<file path="config.mk">
export PLATFORM = sky130hd
export DESIGN_NAME = adcpk_top
export DESIGN_NICKNAME = d
export VERILOG_FILES = /design/src/rtl/adcpk_pkg.sv /design/src/rtl/adcpk_chan_pick.sv /design/src/rtl/adcpk_accum.sv /design/src/rtl/adcpk_byte_sel.sv /design/src/rtl/adcpk_top.sv
export SDC_FILE = /design/constraint.sdc
export NUM_CORES = 1
export LEC_CHECK = 0
export ABC_AREA = 1
export BUFFER_PORTS_ARGS = -buffer_cell sky130_fd_sc_hd__buf_2
export CORE_MARGIN = 10
export CORE_UTILIZATION = 60
export DETAILED_ROUTE_END_ITERATION = 8
export GPL_TIMING_DRIVEN = 0
export PLACE_DENSITY = 0.92
export SLEW_MARGIN = 0
export SYNTH_ARGS = -nofsm -noshare
export SYNTH_HDL_FRONTEND = slang
export SYNTH_SLANG_ARGS = --single-unit
</file>
<file path="constraint.sdc">
create_clock -name clk -period 5.3 [get_ports clk]
set_clock_uncertainty 0.15 [all_clocks]
set_input_delay 0.265 -clock clk [delete_from_list [all_inputs] [get_ports clk]]
set_output_delay 0.265 -clock clk [all_outputs]
set_load 0.05 [all_outputs]
</file>
<file path="src/rtl/adcpk_pkg.sv">
package adcpk_pkg;

  typedef enum logic [3:0] {
    ST_IDLE,
    ST_SEL,
    ST_WAIT,
    ST_HI,
    ST_LO,
    ST_CHN,
    ST_REM,
    ST_AVH,
    ST_AVL
  } pk_state_e;

  // Effective exponent: anything above the supported maximum acts as the maximum.
  function automatic int unsigned clamp_l2(input int unsigned raw, input int unsigned maxl);
    return (raw > maxl) ? maxl : raw;
  endfunction

  function automatic logic is_trailer(input pk_state_e s);
    return (s == ST_CHN) || (s == ST_REM) || (s == ST_AVH) || (s == ST_AVL);
  endfunction

  function automatic logic is_write(input pk_state_e s);
    return (s == ST_HI) || (s == ST_LO) || is_trailer(s);
  endfunction

endpackage

</file>
<file path="src/rtl/adcpk_chan_pick.sv">
module adcpk_chan_pick #(
  parameter int NCH = 8,
  localparam int CW = $clog2(NCH)
) (
  input  logic [NCH-1:0] pend,
  output logic           any,
  output logic [NCH-1:0] oh,
  output logic [CW-1:0]  idx
);

  logic [NCH:0] seen;
  assign seen[0] = 1'b0;

  genvar gi;
  generate
    for (gi = 0; gi < NCH; gi++) begin : g_chain
      assign oh[gi]     = pend[gi] & ~seen[gi];
      assign seen[gi+1] = seen[gi] | pend[gi];
    end
  endgenerate

  assign any = seen[NCH];

  always_comb begin
    idx = '0;
    for (int i = 0; i < NCH; i++) begin
      if (oh[i]) idx = CW'(i);
    end
  end

  // at most one channel is picked, and one is picked whenever any is pending
  always_comb begin
    a_r2_one_pick : assert ($onehot0(oh) && ((|oh) == (|pend)))
      else $error("a_r2_one_pick: pick vector %b for pending %b", oh, pend);
  end

endmodule

</file>
<file path="src/rtl/adcpk_accum.sv">
module adcpk_accum #(
  parameter int SW   = 16,
  parameter int MAXL = 8,
  localparam int AW  = SW + MAXL,
  localparam int LW  = $clog2(MAXL + 1)
) (
  input  logic          clk,
  input  logic          rst_n,
  input  logic          clr,
  input  logic          add,
  input  logic [SW-1:0] din,
  input  logic [LW-1:0] log2n,
  output logic [SW-1:0] avg,
  output logic [MAXL-1:0] rem
);

  logic [AW-1:0] acc;

  function automatic logic [SW-1:0] avg_of(input logic [AW-1:0] s, input logic [LW-1:0] l);
    return SW'(s >> l);
  endfunction

  function automatic logic [MAXL-1:0] rem_of(input logic [AW-1:0] s, input logic [LW-1:0] l);
    logic [AW-1:0] m;
    m = (AW'(1) << l) - AW'(1);
    return MAXL'(s & m);
  endfunction

  always_ff @(posedge clk or negedge rst_n) begin
    if (!rst_n)   acc <= '0;
    else if (clr) acc <= '0;
    else if (add) acc <= acc + AW'(din);
  end

  assign avg = avg_of(acc, log2n);
  assign rem = rem_of(acc, log2n);

  // the running sum never wraps while samples are added
  a_r6_no_wrap : assert property (@(posedge clk) disable iff (!rst_n)
    (add && !clr) |=> (acc >= $past(acc)))
    else $error("a_r6_no_wrap: sum wrapped");

  // a clear leaves the sum at zero
  a_r6_clear : assert property (@(posedge clk) disable iff (!rst_n)
    clr |=> (avg == '0 && rem == '0))
    else $error("a_r6_clear: sum not cleared");

endmodule

</file>
<file path="src/rtl/adcpk_byte_sel.sv">
module adcpk_byte_sel
  import adcpk_pkg::*;
#(
  parameter int SW   = 16,
  parameter int CW   = 3,
  parameter int MAXL = 8
) (
  input  pk_state_e       st,
  input  logic [SW-1:0]   samp,
  input  logic [CW-1:0]   chan,
  input  logic [MAXL-1:0] rem,
  input  logic [SW-1:0]   avg,
  output logic [7:0]      data
);

  always_comb begin
    unique case (st)
      ST_HI:   data = 8'(samp >> 8);
      ST_LO:   data = samp[7:0];
      ST_CHN:  data = 8'(chan);
      ST_REM:  data = 8'(rem);
      ST_AVH:  data = 8'(avg >> 8);
      ST_AVL:  data = avg[7:0];
      default: data = 8'h00;
    endcase
  end

endmodule

</file>
<file path="src/rtl/adcpk_top.sv">
module adcpk_top
  import adcpk_pkg::*;
#(
  parameter int NCH    = 8,
  parameter int SW     = 16,
  parameter int ADDR_W = 16,
  parameter int MAXL   = 8,
  localparam int CW    = $clog2(NCH),
  localparam int LW    = $clog2(MAXL + 1)
) (
  input  logic              clk,
  input  logic              rst_n,
  input  logic              start,
  input  logic [NCH-1:0]    ch_en,
  input  logic [LW-1:0]     cnt_log2,
  input  logic [ADDR_W-1:0] base_addr,
  input  logic              smp_valid,
  input  logic [SW-1:0]     smp_data,
  output logic              smp_ready,
  output logic [CW-1:0]     cur_chan,
  output logic              wr_valid,
  input  logic              wr_ready,
  output logic [ADDR_W-1:0] wr_addr,
  output logic [7:0]        wr_data,
  output logic              done
);

  pk_state_e         st;
  logic [NCH-1:0]    pend;
  logic [LW-1:0]     l2;
  logic [ADDR_W-1:0] addr;
  logic [SW-1:0]     samp;
  logic [CW-1:0]     cur;
  logic [MAXL-1:0]   cnt;

  logic              pick_any;
  logic [NCH-1:0]    pick_oh;
  logic [CW-1:0]     pick_idx;
  logic [SW-1:0]     avg;
  logic [MAXL-1:0]   rem;

  // Named internal events
  logic smp_fire, wr_fire, run_begin, chan_open, last_smp, trailer_end;
  logic [MAXL-1:0] cnt_top;

  assign smp_ready   = (st == ST_WAIT);
  assign wr_valid    = is_write(st);
  assign smp_fire    = smp_valid && smp_ready;
  assign wr_fire     = wr_valid && wr_ready;
  assign run_begin   = start && (st == ST_IDLE);
  assign chan_open   = (st == ST_SEL) && pick_any;
  assign done        = (st == ST_SEL) && !pick_any;
  assign cnt_top     = MAXL'(((MAXL+1)'(1) << l2) - (MAXL+1)'(1));
  assign last_smp    = (cnt == cnt_top);
  assign trailer_end = (st == ST_AVL) && wr_fire;
  assign wr_addr     = addr;
  assign cur_chan    = cur;

  adcpk_chan_pick #(.NCH(NCH)) u_pick (
    .pend (pend),
    .any  (pick_any),
    .oh   (pick_oh),
    .idx  (pick_idx)
  );

  adcpk_accum #(.SW(SW), .MAXL(MAXL)) u_acc (
    .clk   (clk),
    .rst_n (rst_n),
    .clr   (chan_open),
    .add   (smp_fire),
    .din   (smp_data),
    .log2n (l2),
    .avg   (avg),
    .rem   (rem)
  );

  adcpk_byte_sel #(.SW(SW), .CW(CW), .MAXL(MAXL)) u_bsel (
    .st   (st),
    .samp (samp),
    .chan (cur),
    .rem  (rem),
    .avg  (avg),
    .data (wr_data)
  );

  always_ff @(posedge clk or negedge rst_n) begin
    if (!rst_n) begin
      st   <= ST_IDLE;
      pend <= '0;
      l2   <= '0;
      addr <= '0;
      samp <= '0;
      cur  <= '0;
      cnt  <= '0;
    end else begin
      if (wr_fire) addr <= addr + ADDR_W'(1);
      unique case (st)
        ST_IDLE: if (run_begin) begin
          pend <= ch_en;
          l2   <= LW'(clamp_l2(int'(cnt_log2), MAXL));
          addr <= base_addr;
          st   <= ST_SEL;
        end
        ST_SEL: if (pick_any) begin
          cur  <= pick_idx;
          pend <= pend & ~pick_oh;
          cnt  <= '0;
          st   <= ST_WAIT;
        end else begin
          st   <= ST_IDLE;
        end
        ST_WAIT: if (smp_fire) begin
          samp <= smp_data;
          st   <= ST_HI;
        end
        ST_HI: if (wr_fire) st <= ST_LO;
        ST_LO: if (wr_fire) begin
          if (last_smp) st <= ST_CHN;
          else begin
            cnt <= cnt + MAXL'(1);
            st  <= ST_WAIT;
          end
        end
        ST_CHN: if (wr_fire) st <= ST_REM;
        ST_REM: if (wr_fire) st <= ST_AVH;
        ST_AVH: if (wr_fire) st <= ST_AVL;
        ST_AVL: if (trailer_end) st <= ST_SEL;
        default: st <= ST_IDLE;
      endcase
    end
  end

  // a stalled byte is held unchanged
  a_r7_hold : assert property (@(posedge clk) disable iff (!rst_n)
    (wr_valid && !wr_ready) |=> (wr_valid && $stable(wr_addr) && $stable(wr_data)))
    else $error("a_r7_hold: stalled byte changed");

  // every accepted byte advances the address by one
  a_r2_addr_step : assert property (@(posedge clk) disable iff (!rst_n)
    wr_fire |=> (wr_addr == $past(wr_addr) + ADDR_W'(1)))
    else $error("a_r2_addr_step: address did not step");

  // no sample is taken while a byte is waiting
  a_r8_stall_input : assert property (@(posedge clk) disable iff (!rst_n)
    wr_valid |-> !smp_ready)
    else $error("a_r8_stall_input: sample input open during write");

  // done lasts one cycle
  a_r9_done_pulse : assert property (@(posedge clk) disable iff (!rst_n)
    done |=> !done)
    else $error("a_r9_done_pulse: done held");

  // done follows the final trailer byte
  a_r9_done_after_trailer : assert property (@(posedge clk) disable iff (!rst_n)
    (trailer_end && pend == '0) |=> done)
    else $error("a_r9_done_after_trailer: missing done");

  // empty mask finishes at once
  a_r10_empty_mask : assert property (@(posedge clk) disable iff (!rst_n)
    (run_begin && ch_en == '0) |=> (done && !wr_valid))
    else $error("a_r10_empty_mask: empty run misbehaved");

  // remainder byte is below n
  a_r4_rem_range : assert property (@(posedge clk) disable iff (!rst_n)
    (st == ST_REM) |-> ({1'b0, wr_data} < (9'(1) << l2)))
    else $error("a_r4_rem_range: remainder out of range");

  // a start while busy leaves the current channel untouched
  a_r11_busy_start : assert property (@(posedge clk) disable iff (!rst_n)
    (start && st != ST_IDLE && st != ST_SEL) |=> $stable(cur_chan))
    else $error("a_r11_busy_start: channel changed by start");

endmodule

</file>
=== After elaboration in Yosys (flattened, before gate mapping) ===
Index checks and enable logic that the tools add are counted.
W data, S select, Z words.

* Flip-flop bits (word level): 83
* Bits of input ports: 49
* Output and inout bits: 30
* Logic and storage cells: 114

* Add/sub/neg operators: 5
* Magnitude comparators: 1
* Equality and inequality tests: 19
* Shifts and indexed selects: 3
* Muxes and demuxes: 32
* Bitwise operators: 24
* Reductions and logical operators: 22

{| class="wikitable"
|+ Operator list
! operator !! count
|-
| $mux W16 || 3
|-
| $mux W24 || 2
|-
| $pmux W8 S6 || 1
|-
| $mux W8 || 5
|-
| $mux W4 || 9
|-
| $pmux W4 S9 || 1
|-
| $pmux W8 S2 || 2
|-
| $add A24 B16 Y24 || 1
|-
| $shr A24 B4 Y16 || 1
|-
| $mux W3 || 7
|-
| $ne A2 B2 Y1 const B || 9
|-
| $add A16 B1 Y16 const B || 1
|-
| $and A8 B8 Y8 || 2
|-
| $eq A4 B3 Y1 const B || 4
|-
| $shl A1 B4 Y8 const A || 2
|-
| $sub A8 B2 Y8 const B || 2
|-
| $add A8 B1 Y8 const B || 1
|-
| $eq A4 B2 Y1 const B || 2
|-
| $eq A8 B8 Y1 || 1
|-
| $not A8 Y8 || 1
|-
| $reduce_and A8 Y1 || 1
|-
| $and A1 B1 Y1 || 7
|-
| $not A1 Y1 || 7
|-
| $or A1 B1 Y1 || 7
|-
| other kinds (14) || 27
|}

=== Longest topological paths before layout ===
* Depth after elaboration: 12
* Mapped depth: 19
* Mapped depth without buffers: 17

=== Cells and area by module ===
Synthesis repeated with hierarchy kept, for this count alone.

* Cells, all modules: 1147
* Area total of the unflattened synthesis: 7111.8 um2

{| class="wikitable"
|+ By module, submodules not included
! module !! instances !! cells an instance !! area each (um2) !! seq. area each (um2)
|-
| adcpk_top || 1 || 460 || 3384.5 || 1476.4
|-
| adcpk_accum || 1 || 541 || 3054.2 || 600.6
|-
| adcpk_byte_sel || 1 || 114 || 503.0 || 0.0
|-
| adcpk_chan_pick || 1 || 32 || 170.2 || 0.0
|}

=== Worst setup path after synthesis ===
OpenSTA, ideal clock, no wires.

* Kind: reg2out
* Start: register l2[0]
* End: output wr_data[6]
* Arrival time: 2.093 ns
* Required time: 4.885 ns
* Setup slack: 2.792 ns
* Stages on the path, launching flop included: 8
* Cell sequence: dfrtp_1 buf_4 buf_2 o21ai_0 mux2i_1 o21ai_0 a21oi_1 o211ai_1

* Word-level cells in the longest chain between the ends: 4

{| class="wikitable"
|+ Ends and longest elaborated chain
! element !! line !! RTL
|-
| start: declaration || adcpk_top.sv:30 || <nowiki>logic [LW-1:0] l2;</nowiki>
|-
| start signal: assignment || adcpk_top.sv:100 || <nowiki>l2 <= LW'(clamp_l2(int'(cnt_log2), MAXL));</nowiki>
|-
| $shl A1 B4 Y8 || adcpk_accum.sv:25 || <nowiki>m = (AW'(1) << l) - AW'(1);</nowiki>
|-
| $sub A8 B2 Y8 || adcpk_accum.sv:25 ||
|-
| $and A8 B8 Y8 || adcpk_accum.sv:26 || <nowiki>return MAXL'(s & m);</nowiki>
|-
| $pmux W8 S6 * || adcpk_byte_sel.sv:17 || <nowiki>unique case (st)</nowiki>
|-
| end: declaration || adcpk_top.sv:24 || <nowiki>output logic [7:0] wr_data,</nowiki>
|}

Every way passes the cells marked *; elsewhere a longest branch is shown, timed or not.

=== Worst setup path after layout ===
* Start: register l2[0]
* End: output wr_data[1]

Same word-level chain as after synthesis.

==> impl_results.md <==
- Final setup vio count: 0
- Initial core utilization: 61.6%
- Share of flip-flops with an asynchronous set or reset: 100%
- Synth Register Bits: 83
- Detailed-route wire length: around 22000 um
- Fill cells: 840
- Clk_lat worst skew: between 0.3 and 0.4 ns
- Leading register cell type out of synthesis: dfrtp_1
- Total number of vias: between 7000 and 8000
- Cells after Synth: between 900 and 1000
- Least-Margin Pin Slew: between 0.7 and 0.8 ns
- EDFF count, synth: 0
- Critical-path top delay cell: dfrtp_1
- Post-route minimum period: about 3 ns
- Die height: between 100 and 150 um
- Outcome: finished with violations
- Fmax: approximately 330 MHz
- Synthesis Warnings: 0
- Worst hold path type: in2reg
- Library cells used by synthesis: slightly below 50
- Core area: 10400 sq um
- I/O Pins: between 70 and 80
- DRC violations left: 0
- Relative slew margins: approximately half
- Final GP Congestion: 1.02
- Syn Nets: 1026
- Synth top area share: 32.5%
- Final Hold Fails: 1
- Clock transition at path regs: around 0.090 ns
- CP Cell Sequence: buf_4, inv_2, buf_2, nor2_1, nand2_1, ha_1, nor3_1, a211oi_1, nand3_1, buf_2
- Util after Layout: 71.9%
- Cell type with the largest total area after synthesis: dfrtp_1
- Die ar.: 15200 sq um
- Cell Count, Final, Fillers Out: 1219
- Layout area overhead: 16.8%
- Core Rows: 37
- RSZ-0062 raised after global routing: no
- Final Max Slew Viols: 0
- Area contributors post-synth: dfrtp_1 (33%), nand2_1 (19%), o21ai_0 (6.6%)
- Final instance area: about 7500 sq um
- CTS tree: built
- Setup crit start kind: register
- Cell Area, Synth: about 6400 sq um
- Inst Count DP: 1172
- Antenna violations before repair: 0
- Failing checks: negative hold slack
- Power per cell area: ~540 nW/um^2
- CTS Buf Count: 9
- Routed vias/inst: roughly 6
- Max rail drop VDD: a little under 400 uV
- Initial DRC Count: roughly 880
- CTS H-tree depth: 3
- Port Buffers: 78
- Vias in the first global route: between 6000 and 7000
- Post-DP HPWL: between 15000 and 20000 um
- Final worst slack: ~2.2 ns
- Global route overflow: 0
- Max_cap viols: 0
- Worst Hold Slack: -0.00265 ns
- Synthesized area per cell: between 6 and 7 sq um
- Worst Setup End Kind: primary output
- Pre-CTS WS: approximately 2.5 ns
- Post-CTS setup buffer count: 0
- Tot GR Track Use: approximately 29%
- Routed len/inst: 17.7 um
- Die W: 123 um
- Post-Route Setup TNS: 0 ns
- Design Power: about 4 mW
- Most common cell after layout, fill and taps aside: nand2_1
- Leak: roughly 3.7 nW
- CP arrival: 2.64 ns
- Kind of critical path: reg2out
- Sequential fraction of the synthesis area: about a third
- Crit path top cell by count: buf_2
- Maximum clock insertion buffer count: 2
- Tcrit/Tclk final: about 58%
- Largest net degree at the start of global routing: 60
- Router iterations before antenna repair: 7
- Sink Count: 83
- Clock Tree Root: clkbuf_8
- CP Data Required Time: 4.89 ns
- CP max FO: 10
- DRT antenna net count: 0
- Most frequent cells in the layout: nand2_1 (319), buf_2 (91), o21ai_0 (84)
- Global-route wire length before repair: approximately 35000 um
- Layout cells sized above 1: between 10% and 20%
- Final net count: between 1000 and 1500
- DP Area: roughly 7000 sq um
- CP peak stage delay: about 0.42 ns
## power by group
group	internal (mW)	total, mW	switching, mW
combinational	0.705	2.48	1.78
sequential	0.857	1.06	0.207
clock	0.178	0.448	0.270
## layer usage
| layer | global-route usage, % | wire length, um | vias to the layer above |
|---|---|---|---|
| met5 | 0 | 0 | - |
| met4 | 9.24 | 635 | 0 |
| met3 | 6.06 | 2150 | 64 |
| met2 | 46.3 | 10000 | 422 |
| met1 | 37.4 | 8810 | 3379 |
| li1 | - | - | 3413 |
## sequential cells by signal, summed over array words and instances, names as in the netlist
| name | count |
|---|---|
| samp | 16 |
| u_acc.acc | 24 |
| wr_addr | 16 |
| pend | 8 |
| st | 4 |
| l2 | 4 |
| cnt | 8 |
| cur_chan | 3 |
## final timing paths
kind / endpoint / cells after the start / from / slack (ns)
min in group asynchronous: u_acc.acc[9] / 2 / rst_n / 0.18
max: wr_data[1] / 10 / l2[0] / 2.25
min: samp[9] / 3 / smp_data[9] / -0.003
max in group asynchronous: l2[1] / 3 / rst_n / 4.22
min reg2reg: samp[15] / 2 / samp[15] / 0.35
max reg2reg: cnt[1] / 19 / l2[0] / 2.42
## synthesized netlist by cell type (5+ instances only)
cell type and number:
inv_2 11, nor2_2 6, o211ai_1 9, inv_1 81
nand2_4 5, a21oi_1 41, clkbuf_1 7, o22ai_1 14
buf_2 14, nand4_1 13, ha_1 19, xor2_1 13
nor2_1 78, nor3_1 17, o21ai_0 84, xnor2_1 8
dfrtp_1 83, o21ai_1 13, a31oi_1 6, nand3_1 58
nand2_1 319
## area by class of cell
| type | instances | area [sq um] | share of cell area, % |
|---|---|---|---|
| inverter | 92 | 345 | 4.63 |
| antenna | 1 | 2.50 | 0.0335 |
| sequential | 83 | 2080 | 27.8 |
| clock inverter | 7 | 57.6 | 0.771 |
| multi-input combinational | 752 | 3800 | 51.0 |
| tap | 136 | 170 | 2.28 |
| buffer | 30 | 160 | 2.15 |
| timing repair buffer | 109 | 721 | 9.66 |
| clock buffer | 9 | 124 | 1.66 |
## timing repair
| item | CTS | global route |
|---|---|---|
| hold endpoints to repair | 53 | 0 |
| setup endpoints to repair | 0 | 0 |
| resized for setup | 0 | 0 |
| hold buffers | 30 | 0 |
## cell families (layout without fill, tap and decap cells)
group	after synthesis	count (layout)	share of synthesized area, %
buffers and inverters	122	247	7.92
adder cells (fa/ha/maj)	20	20	4.04
multiplexers	3	3	0.470
AND/OR/NAND/NOR	517	517	35.3
XOR/XNOR	21	21	2.88
AO/OA/AOI/OAI	191	191	16.9
flip-flops	83	83	32.5
other	0	1	0
## worst max-delay path: cells and delay by family, from the launching register on
family	cells	cell delay (ns)
AOI/OAI and AO/OA	1	0.39
adders and majority gates	1	0.35
buffers and inverters	4	0.64
DFF	1	0.42
and+or+nand+nor	4	0.45
Power figures use the tool's default switching activity.
